File: src/rtl/uart_rb_pkg.sv
package uart_rb_pkg;
    localparam int ADDR_W = 3;
    localparam int BYTE_W = 8;

    localparam int LSR_DR   = 0;
    localparam int LSR_OE   = 1;
    localparam int LSR_THRE = 5;
    localparam int LSR_TEMT = 6;
    localparam int LCR_BANK = 7;
    localparam int FCR_EN   = 0;
    localparam int FCR_RXCL = 1;
    localparam int FCR_TXCL = 2;

    localparam logic [BYTE_W-1:0] IDENT_IDLE = 8'h01;

    typedef enum logic [3:0] {
        SEL_DATA, SEL_DLL, SEL_IER, SEL_DLM, SEL_IDENT,
        SEL_LCR, SEL_MCR, SEL_LSR, SEL_MSR, SEL_SCR
    } reg_sel_e;

    typedef struct packed {
        logic [BYTE_W-1:0] ier;
        logic [BYTE_W-1:0] fcr;
        logic [BYTE_W-1:0] lcr;
        logic [BYTE_W-1:0] mcr;
        logic [BYTE_W-1:0] lsr;
        logic [BYTE_W-1:0] msr;
        logic [BYTE_W-1:0] scr;
        logic [BYTE_W-1:0] dll;
        logic [BYTE_W-1:0] dlm;
    } regs_t;

    localparam regs_t REGS_RST = '{
        ier: 8'h03, fcr: 8'hC0, lcr: 8'h03, mcr: 8'h00, lsr: 8'h60,
        msr: 8'h00, scr: 8'h00, dll: 8'h01, dlm: 8'h00
    };
endpackage

File: src/rtl/uart_rb_decode.sv
module uart_rb_decode
    import uart_rb_pkg::*;
(
    input  logic [ADDR_W-1:0] addr,
    input  logic              bank,
    output reg_sel_e          sel
);
    always_comb begin
        case (addr)
            3'd0:    sel = bank ? SEL_DLL : SEL_DATA;
            3'd1:    sel = bank ? SEL_DLM : SEL_IER;
            3'd2:    sel = SEL_IDENT;
            3'd3:    sel = SEL_LCR;
            3'd4:    sel = SEL_MCR;
            3'd5:    sel = SEL_LSR;
            3'd6:    sel = SEL_MSR;
            default: sel = SEL_SCR;
        endcase
    end
endmodule

File: src/rtl/uart_rb_fifo.sv
module uart_rb_fifo #(
    parameter int DEPTH = 128,
    parameter int WIDTH = 8,
    localparam int AW = $clog2(DEPTH),
    localparam int CW = AW + 1
) (
    input  logic             clk,
    input  logic             rst_n,
    input  logic             flush,
    input  logic             push,
    input  logic [WIDTH-1:0] push_data,
    input  logic             pop,
    output logic [WIDTH-1:0] head_data,
    output logic [CW-1:0]    count,
    output logic             push_ok,
    output logic             pop_ok
);
    typedef struct packed {
        logic [AW-1:0] wr;
        logic [AW-1:0] rd;
        logic [CW-1:0] cnt;
    } ptr_t;

    ptr_t q, d;
    logic [WIDTH-1:0] mem [DEPTH];

    function automatic logic [AW-1:0] bump(input logic [AW-1:0] p);
        return (p == AW'(DEPTH - 1)) ? '0 : p + AW'(1);
    endfunction

    always_comb begin
        pop_ok  = pop && !flush && (q.cnt != '0);
        push_ok = push && !flush && ((q.cnt != CW'(DEPTH)) || pop_ok);
        d = q;
        if (flush) begin
            d = '0;
        end else begin
            if (push_ok) d.wr = bump(q.wr);
            if (pop_ok)  d.rd = bump(q.rd);
            case ({push_ok, pop_ok})
                2'b10:   d.cnt = q.cnt + CW'(1);
                2'b01:   d.cnt = q.cnt - CW'(1);
                default: d.cnt = q.cnt;
            endcase
        end
    end

    always_ff @(posedge clk) begin
        if (!rst_n) q <= '0;
        else        q <= d;
    end

    always_ff @(posedge clk) begin
        if (push_ok) mem[q.wr] <= push_data;
    end

    assign head_data = mem[q.rd];
    assign count     = q.cnt;
endmodule

File: src/rtl/uart_regbank.sv
module uart_regbank
    import uart_rb_pkg::*;
#(
    parameter int DEPTH = 128,
    localparam int CW = $clog2(DEPTH) + 1
) (
    input  logic              clk,
    input  logic              rst_n,
    input  logic [ADDR_W-1:0] host_addr,
    input  logic              host_rd,
    input  logic              host_wr,
    input  logic [BYTE_W-1:0] host_wdata,
    output logic [BYTE_W-1:0] host_rdata,
    input  logic              rx_push,
    input  logic [BYTE_W-1:0] rx_data,
    input  logic              tx_pop,
    output logic [BYTE_W-1:0] tx_data,
    output logic              tx_valid,
    output logic [CW-1:0]     rx_count,
    output logic [CW-1:0]     tx_count,
    output logic [2*BYTE_W-1:0] divisor_o,
    output logic [BYTE_W-1:0] line_ctrl_o,
    output logic [BYTE_W-1:0] modem_ctrl_o,
    output logic [BYTE_W-1:0] irq_en_o,
    output logic [BYTE_W-1:0] fifo_ctrl_o,
    output logic [BYTE_W-1:0] line_status_o
);
    regs_t      regs_q, regs_d;
    reg_sel_e   sel;
    logic       host_rx_pop, host_tx_push, ctl_wr;
    logic       rx_flush, tx_flush;
    logic       rx_push_ok, rx_pop_ok, tx_push_ok, tx_pop_ok;
    logic       rx_went_empty, tx_went_empty, rx_drop;
    logic [BYTE_W-1:0] rx_head;

    uart_rb_decode dec_i (
        .addr (host_addr),
        .bank (regs_q.lcr[LCR_BANK]),
        .sel  (sel)
    );

    assign host_rx_pop  = host_rd && (sel == SEL_DATA);
    assign host_tx_push = host_wr && (sel == SEL_DATA);
    assign ctl_wr       = host_wr && (sel == SEL_IDENT);
    assign rx_flush     = ctl_wr && (!host_wdata[FCR_EN] || host_wdata[FCR_RXCL]);
    assign tx_flush     = ctl_wr && (!host_wdata[FCR_EN] || host_wdata[FCR_TXCL]);

    uart_rb_fifo #(.DEPTH(DEPTH), .WIDTH(BYTE_W)) rxq_i (
        .clk       (clk),
        .rst_n     (rst_n),
        .flush     (rx_flush),
        .push      (rx_push),
        .push_data (rx_data),
        .pop       (host_rx_pop),
        .head_data (rx_head),
        .count     (rx_count),
        .push_ok   (rx_push_ok),
        .pop_ok    (rx_pop_ok)
    );

    uart_rb_fifo #(.DEPTH(DEPTH), .WIDTH(BYTE_W)) txq_i (
        .clk       (clk),
        .rst_n     (rst_n),
        .flush     (tx_flush),
        .push      (host_tx_push),
        .push_data (host_wdata),
        .pop       (tx_pop),
        .head_data (tx_data),
        .count     (tx_count),
        .push_ok   (tx_push_ok),
        .pop_ok    (tx_pop_ok)
    );

    assign rx_went_empty = rx_pop_ok && !rx_push_ok && (rx_count == CW'(1));
    assign tx_went_empty = tx_pop_ok && !tx_push_ok && (tx_count == CW'(1));
    assign rx_drop       = rx_push && !rx_push_ok && !rx_flush;

    always_comb begin
        regs_d = regs_q;
        if (host_wr) begin
            case (sel)
                SEL_DLL: regs_d.dll = host_wdata;
                SEL_DLM: regs_d.dlm = host_wdata;
                SEL_IER: regs_d.ier = host_wdata;
                SEL_LCR: regs_d.lcr = host_wdata;
                SEL_MCR: regs_d.mcr = host_wdata;
                SEL_LSR: regs_d.lsr = host_wdata;
                SEL_MSR: regs_d.msr = host_wdata;
                SEL_SCR: regs_d.scr = host_wdata;
                SEL_IDENT: begin
                    if (host_wdata[FCR_EN]) begin
                        regs_d.fcr = host_wdata;
                        regs_d.fcr[FCR_RXCL] = 1'b0;
                        regs_d.fcr[FCR_TXCL] = 1'b0;
                    end else begin
                        regs_d.fcr[FCR_EN] = 1'b0;
                    end
                end
                default: ;
            endcase
        end
        if (host_rd && (sel == SEL_LSR)) regs_d.lsr[LSR_OE] = 1'b0;
        if (rx_went_empty) regs_d.lsr[LSR_DR] = 1'b0;
        if (rx_push)       regs_d.lsr[LSR_DR] = 1'b1;
        if (rx_drop)       regs_d.lsr[LSR_OE] = 1'b1;
        if (tx_went_empty) begin
            regs_d.lsr[LSR_THRE] = 1'b1;
            regs_d.lsr[LSR_TEMT] = 1'b1;
        end
        if (host_tx_push) begin
            regs_d.lsr[LSR_THRE] = 1'b0;
            regs_d.lsr[LSR_TEMT] = 1'b0;
        end
    end

    always_ff @(posedge clk) begin
        if (!rst_n) regs_q <= REGS_RST;
        else        regs_q <= regs_d;
    end

    always_comb begin
        case (sel)
            SEL_DATA:  host_rdata = (rx_count != '0) ? rx_head : '0;
            SEL_DLL:   host_rdata = regs_q.dll;
            SEL_DLM:   host_rdata = regs_q.dlm;
            SEL_IER:   host_rdata = regs_q.ier;
            SEL_IDENT: host_rdata = IDENT_IDLE;
            SEL_LCR:   host_rdata = regs_q.lcr;
            SEL_MCR:   host_rdata = regs_q.mcr;
            SEL_LSR:   host_rdata = regs_q.lsr;
            SEL_MSR:   host_rdata = regs_q.msr;
            default:   host_rdata = regs_q.scr;
        endcase
    end

    assign tx_valid      = (tx_count != '0);
    assign divisor_o     = {regs_q.dlm, regs_q.dll};
    assign line_ctrl_o   = regs_q.lcr;
    assign modem_ctrl_o  = regs_q.mcr;
    assign irq_en_o      = regs_q.ier;
    assign fifo_ctrl_o   = regs_q.fcr;
    assign line_status_o = regs_q.lsr;
endmodule

File: config.mk
export PLATFORM = sky130hd
export DESIGN_NAME = uart_regbank
export DESIGN_NICKNAME = d
export VERILOG_FILES = /design/src/rtl/uart_rb_pkg.sv /design/src/rtl/uart_rb_decode.sv /design/src/rtl/uart_rb_fifo.sv /design/src/rtl/uart_regbank.sv
export SDC_FILE = /design/constraint.sdc
export NUM_CORES = 2
export LEC_CHECK = 0
export BUFFER_PORTS_ARGS = -buffer_cell sky130_fd_sc_hd__buf_4
export CAP_MARGIN = 10
export CELL_PAD_IN_SITES_DETAIL_PLACEMENT = 2
export CELL_PAD_IN_SITES_GLOBAL_PLACEMENT = 2
export CORE_MARGIN = 2
export CORE_UTILIZATION = 35
export DETAILED_ROUTE_END_ITERATION = 12
export PLACE_DENSITY = 0.7
export SYNTH_ARGS = -nofsm -noshare
export SYNTH_HDL_FRONTEND = slang
export SYNTH_SLANG_ARGS = --single-unit
File: constraint.sdc
create_clock -name clk -period 5.1 [get_ports clk]
set_clock_uncertainty 0.05 [all_clocks]
set_input_delay 1.02 -clock clk [delete_from_list [all_inputs] [get_ports clk]]
set_output_delay 1.02 -clock clk [all_outputs]
set_load 0.005 [all_outputs]
# Yosys cells after proc, flatten, opt, wreduce, memory -nomap -nowiden

Memories as Yosys holds them, arrays and structs flattened. A register that Yosys moved wholly into a read port is not among the register bits.
Index checks and enable logic that the tools add are counted.

Flip-flop bits (word level): 114
Memory bits (writable): 2,048
Bits of input ports: 25
Output and inout port bits: 89
Logic and storage cells: 145
Memories kept: 2

Memories:

| name      | words | bits a word | rd ports | clocked after memory_dff | write ports | line               | RTL |
|---|---|---|---|---|---|---|---|
| rxq_i.mem | 128   | 8           | 1        | 1                        | 1           | uart_rb_fifo.sv:25 | `logic [WIDTH-1:0] mem [DEPTH];` |
| txq_i.mem | 128   | 8           | 1        | 1                        | 1           | uart_rb_fifo.sv:25 |  |

Add/subtract/negate cells: 8
Equality and inequality tests: 27
Multiplexer cells: 32
Bitwise operators: 1
Reduce and logical (&&, ||, !) cells: 56

Operator list:

| cell                                                               | count |
|---|---|
| 8-bit case mux with 9 select lines                                 | 1 |
| 7-bit two-way mux                                                  | 9 |
| 8-bit two-way mux                                                  | 5 |
| 39-bit two-way mux                                                 | 1 |
| 8-bit case mux with 2 select lines                                 | 2 |
| 7-bit by 1-bit adder with 7-bit output, second input constant      | 4 |
| 7-bit == test, second input constant                               | 4 |
| 4-bit case mux with 7 select lines                                 | 1 |
| 2-bit AND reduction                                                | 12 |
| 1-bit logical AND                                                  | 20 |
| 3-bit nonzero test                                                 | 6 |
| 8-bit by 1-bit adder with 8-bit output, second input constant      | 2 |
| 4-bit by 3-bit == test with 1-bit output, second input constant    | 4 |
| 8-bit by 1-bit == test with 1-bit output, second input constant    | 2 |
| 8-bit != test, second input constant                               | 2 |
| 8-bit nonzero test                                                 | 2 |
| 8-bit by 1-bit subtractor with 8-bit output, second input constant | 2 |
| 1-bit two-way mux                                                  | 11 |
| 3-bit == test, second input constant                               | 3 |
| 4-bit by 2-bit == test with 1-bit output, second input constant    | 2 |
| 4-bit == test, second input constant                               | 2 |
| 3-bit by 2-bit == test with 1-bit output, second input constant    | 2 |
| 1-bit logical NOT                                                  | 5 |
| 2-bit by 1-bit == test with 1-bit output, second input constant    | 2 |
| 11 further kinds                                                   | 18 |

# Depth between registers and ports, before layout

Word-level depth: 15
Depth in mapped cells: 15
Depth with buffers taken out: 14

# By module

A second synthesis with hierarchy kept.

Cells, all modules: 4,557
Area total of the unflattened synthesis: 85,990.0 µm²

Modules (own cells, without submodules):

| module                | instances | cells an instance | area each (µm²) | sequential area each (µm²) |
|---|---|---|---|---|
| uart_rb_fifo at rxq_i | 1         | 2,045             | 40,971.8        | 31,330.0 |
| uart_rb_fifo at txq_i | 1         | 2,045             | 40,966.8        | 31,330.0 |
| uart_regbank          | 1         | 456               | 3,982.6         | 1,401.3 |
| uart_rb_decode        | 1         | 11                | 68.8            | 0.0 |

# Least setup slack after synthesis

Ideal clock, no wire load.

Kind: input-to-reg
Start point: input port host_addr[2]
End point: register txq_i.q (netlist bit txq_i.count[7])
Setup time: 0.072 ns
Data arrival time: 3.723 ns
Data required time: 4.978 ns
Setup slack: 1.254 ns
Stages: 14
Path buffers: 3
Path through: nor4bb_1 buf_2 a21boi_1 o21a_1 buf_2 inv_1 ha_1 clkbuf_1 inv_1 nor4_1 a32oi_1 a211o_1 or3_1 a21oi_1

Longest elaborated chain between the ends: 12
Elaborated cells between the ends (all ways): 24
Those cells by class: 9 x eq/ne; 2 x mux; 13 x reduce/logical

Ends and longest elaborated chain:

| what                                                                      | line                                   | RTL |
|---|---|---|
| start: declaration                                                        | uart_regbank.sv:9                      | `input logic [ADDR_W-1:0] host_addr,` |
| 3-bit == test (tied with other cells)                                     | uart_rb_decode.sv:9                    | `case (addr)` |
| 4-bit case mux with 7 select lines (*)                                    | uart_rb_decode.sv:9                    |  |
| 4-bit by 3-bit == test with 1-bit output                                  | uart_regbank.sv:44                     | `assign ctl_wr = host_wr && (sel == SEL_IDENT);` |
| 1-bit logical AND                                                         | uart_regbank.sv:44                     |  |
| 1-bit logical AND                                                         | uart_regbank.sv:46                     | `assign tx_flush = ctl_wr && (!host_wdata[FCR_EN] \|\| host_wdata[FCR_TXCL]);` |
| 1-bit logical NOT                                                         | uart_rb_fifo.sv:32, uart_rb_fifo.sv:33 |  |
| 1-bit logical AND (2 in series)                                           | uart_rb_fifo.sv:32                     | `pop_ok = pop && !flush && (q.cnt != '0);` |
| 1-bit logical OR                                                          | uart_rb_fifo.sv:33                     | `push_ok = push && !flush && ((q.cnt != CW'(DEPTH)) \|\| pop_ok);` |
| 1-bit logical AND                                                         | uart_rb_fifo.sv:33                     |  |
| 2-bit by 1-bit == test with 1-bit output or 2-bit == test (tied branches) | uart_rb_fifo.sv:40                     | `case ({push_ok, pop_ok})` |
| 8-bit case mux with 2 select lines or 2-bit nonzero test (tied branches)  | -                                      |  |
| end signal: assignment                                                    | uart_rb_fifo.sv:49                     | `if (!rst_n) q <= '0;` |
| end signal: assignment                                                    | uart_rb_fifo.sv:50                     | `else q <= d;` |
| end: declaration                                                          | uart_rb_fifo.sv:24                     | `ptr_t q, d;` |

Every way passes the cells marked *; elsewhere a longest branch is shown, timed or not.
A chain may end at the register's enable or synchronous reset.

==> impl_metrics.json <==
{
  "antenna_found_initial": 5,
  "yosys_warnings": 0,
  "endpoint_kind": "output port",
  "fin_cells": 7852,
  "final_max_slew_viol_count": 0,
  "start_kind": "flip-flop",
  "maxCapViolations": 0,
  "status": "finished, final reports clean",
  "rows": 181,
  "grt_pass1_wl_mm": 381,
  "yosysMostFrequentCell": "edfxtp_1",
  "clk_pin_slew_ns": 0.07,
  "irDropWorstVdd_uv": 323,
  "slew_headroom": 0.127,
  "hold_viol_final": 0,
  "final_nets": 4507,
  "cp.required_ns": 4.03,
  "drt-pass1-iter-count": 5,
  "pin_count": 114,
  "crit_chain": "buf_4 > buf_16 > mux4_2 > mux4_2 > o221a_2 > nand2_1 > a21o_1 > a31oi_1 > buf_4",
  "fin_util": 0.402,
  "setup_viol": 0,
  "yosysSeqAreaShare": 0.749,
  "synth_cell_types": 68,
  "portBuffers": 111,
  "die_w_microns": 498,
  "p_switching_mw": 9.14,
  "p_clk_frac": 0.399,
  "clkLatencyLatePin_ns": 0.84,
  "critPathSlowestCell": "mux4_2",
  "area_delta_synth_final_pct": 14.2,
  "h-tree-depth": 4,
  "holdWs_ns": 0.393,
  "timing.final.crit_share": 0.987,
  "wl_per_cell_microns": 33.9,
  "intPower_mw": 30.2,
  "arrival_ns": 3.96,
  "numCtsBuffers": 213,
  "synth_commonest_cells": "edfxtp_1 (2048), mux4_2 (565), nor2_1 (339)",
  "cp_max_fo": 17,
  "leakagePower_nw": 29.4,
  "postSynthCellCount": 4276,
  "critical_path_class": "flip-flop to output port",
  "max_stage_delay_ns": 0.56,
  "seq_power_share": 0.499,
  "min_path_type": "input pin to flip-flop",
  "holdBufCountCts": 0,
  "clock_path_buffers": 3,
  "num_vias": 44300,
  "dp_cells": 7440,
  "fmax_mhz": 199,
  "initial_utilization": 0.352,
  "synthArstFlopShare": 0,
  "core_area_sq_um": 243000,
  "cts_tree": "yes",
  "vias_per_cell": 5.64,
  "gp_congestion": 0.815,
  "rrSetupSlack_ns": 1.10,
  "worst_slew_pin_slew_ns": 1.31,
  "synth_top_area_cell": "edfxtp_1",
  "clockRootBuffer": "clkbuf_16",
  "swShare": 0.232,
  "drcViolationCount": 0,
  "p_per_area_nw_per_um2": 403,
  "grt_max_degree": 96,
  "synth-edff-count": 2048,
  "power_frac_comb": 0.101,
  "setup_tns_ns": 0,
  "stdcell_area_sq_um": 97700,
  "synth_top_area_frac": 0.719,
  "finalWirelength_mm": 266,
  "grt_pass1_vias": 47900,
  "first_iter_violations": 4823,
  "drive_gt1_frac": 0.263,
  "avgSynthCellArea_sq_um": 20.0,
  "finalCriticalPeriod_ns": 5.03,
  "dieArea_sq_um": 248000,
  "synth_seq_cells": 2176,
  "synth_flop_cell": "edfxtp_1",
  "syn_area_sq_um": 85600,
  "track_usage": 0.213,
  "clock-sinks": 2176,
  "drtAntennaViolNets": 0,
  "gr-total-overflow": 0,
  "yosys-top-cells-area": "edfxtp_1 (72%), mux4_2 (15%), dfxtp_1 (3.0%), nor2_1 (1.5%), mux2i_1 (1.2%)",
  "dpl.hpwl_mm": 167,
  "postPlaceCellArea_sq_um": 90500,
  "die_h_microns": 498
}
through the flow:
step	worst slack [ns]	power, mW
6_report	0.0650	39.4
3_3_place_gp	0.455	23.8
2_1_floorplan	1.25	22.5
3_5_place_dp	0.471	23.9
4_1_cts	-0.0552	39.7
5_1_grt	-0.00382	40.4
power by group through the flow:
stage,Combinational (mW),Clock [mW],Sequential [mW]
finish,3.99,15.7,19.7
global route,4.22,16.5,19.7
CTS,4.04,16.0,19.7
detailed placement,3.87,0,20.0
floorplan,2.48,0,20.0
global placement,3.75,0,20.0
worst paths after layout:
check | startpoint | to | cells after the start
worst max-delay path | flip-flop | host_rdata[7] | 9
worst min register to register | fifo_ctrl_o[4]$_SDFFE_PN0P_ | fifo_ctrl_o[4]$_SDFFE_PN0P_ | 2
worst min-delay path | host_wdata[1] | txq_i.mem[122][1]$_DFFE_PP_ | 1
worst max register to register | rxq_i.count[0]$_SDFFE_PP0P_ | rxq_i.mem[98][1]$_DFFE_PP_ | 10
worst max-delay path, delay by kind of cell, from the launching register on:
family                 cells  cell delay, ns
AOI/OAI and AO/OA          3            0.67
buffers and inverters      3            0.71
and+or+nand+nor            1            0.11
muxes                      2            1.11
DFF                        1            0.50
routing by layer:
layer	GRT usage	part of all wire	up-vias
li1	-	-	17800
met1	0.280	0.41	24500
met2	0.368	0.51	1599
met3	0.0308	0.054	376
met4	0.0579	0.028	0
met5	0	0	-
placed cells by master (no fill, tap or decap), types with 9 or more instances in the layout:
| cell | n |
|---|---|
| edfxtp_1 | 2048 |
| clkinv_2 | 35 |
| a211oi_1 | 9 |
| a22o_1 | 17 |
| clkinv_1 | 38 |
| buf_12 | 26 |
| nor2_1 | 338 |
| o21a_1 | 11 |
| mux2i_1 | 98 |
| nand3b_1 | 9 |
| a22oi_1 | 54 |
| inv_6 | 12 |
| a21oi_1 | 48 |
| clkbuf_8 | 18 |
| clkbuf_1 | 56 |
| a21boi_0 | 39 |
| a221oi_1 | 13 |
| ha_1 | 14 |
| nand2b_1 | 10 |
| dfxtp_1 | 119 |
| nor2b_1 | 46 |
| inv_1 | 13 |
| nand3_1 | 46 |
| xor2_1 | 22 |
| and3_1 | 18 |
| o211ai_1 | 13 |
| clkbuf_16 | 215 |
| o22ai_1 | 23 |
| buf_4 | 255 |
| xnor2_1 | 11 |
| nand4_1 | 20 |
| mux4_2 | 565 |
| bufinv_16 | 15 |
| and2_1 | 15 |
| o21ai_0 | 33 |
| nand2_1 | 174 |
flip-flops by register name (all words and copies together), names as in the netlist, named ones only:
name	cells
txq_i.q	14
line_ctrl_o	8
regs_q	16
rxq_i.count	8
txq_i.mem	1024
fifo_ctrl_o	6
rxq_i.mem	1024
rxq_i.q	14
divisor_o	16
modem_ctrl_o	8
irq_en_o	8
line_status_o	8
txq_i.count	8
area by class of cell:
class / count / area, sq um
Antenna cell: 1 / 2.50
Clock buffer: 289 / 5840
Clock inverter: 107 / 952
Fill cell: 22800 / 145000
Inverter: 16 / 60.1
Multi-Input combinational cell: 1766 / 20000
Sequential cell: 2176 / 64100
Tap cell: 3202 / 4010
Timing Repair Buffer: 295 / 2780
kinds of logic (layout without fill, tap and decap cells):
family	after synthesis	after routing	synth area share
other cells	1	3	0.0000438
flops	2176	2176	0.749
mux	672	672	0.161
compound gates	332	332	0.0273
simple gates	712	713	0.0371
buf+inv	336	707	0.0200
fa+ha+maj	14	14	0.00205
xor+xnor	33	33	0.00338
repair_timing:
| action | 4_1_cts | 5_1_grt |
|---|---|---|
| setup buffers | 7 | 2 |
| pin swaps | 1 | 0 |
| gates cloned | 5 | 0 |
| endpoints found under the setup margin | 13 | 8 |
| gates resized for setup | 28 | 12 |
Power figures use the tool's default switching activity.
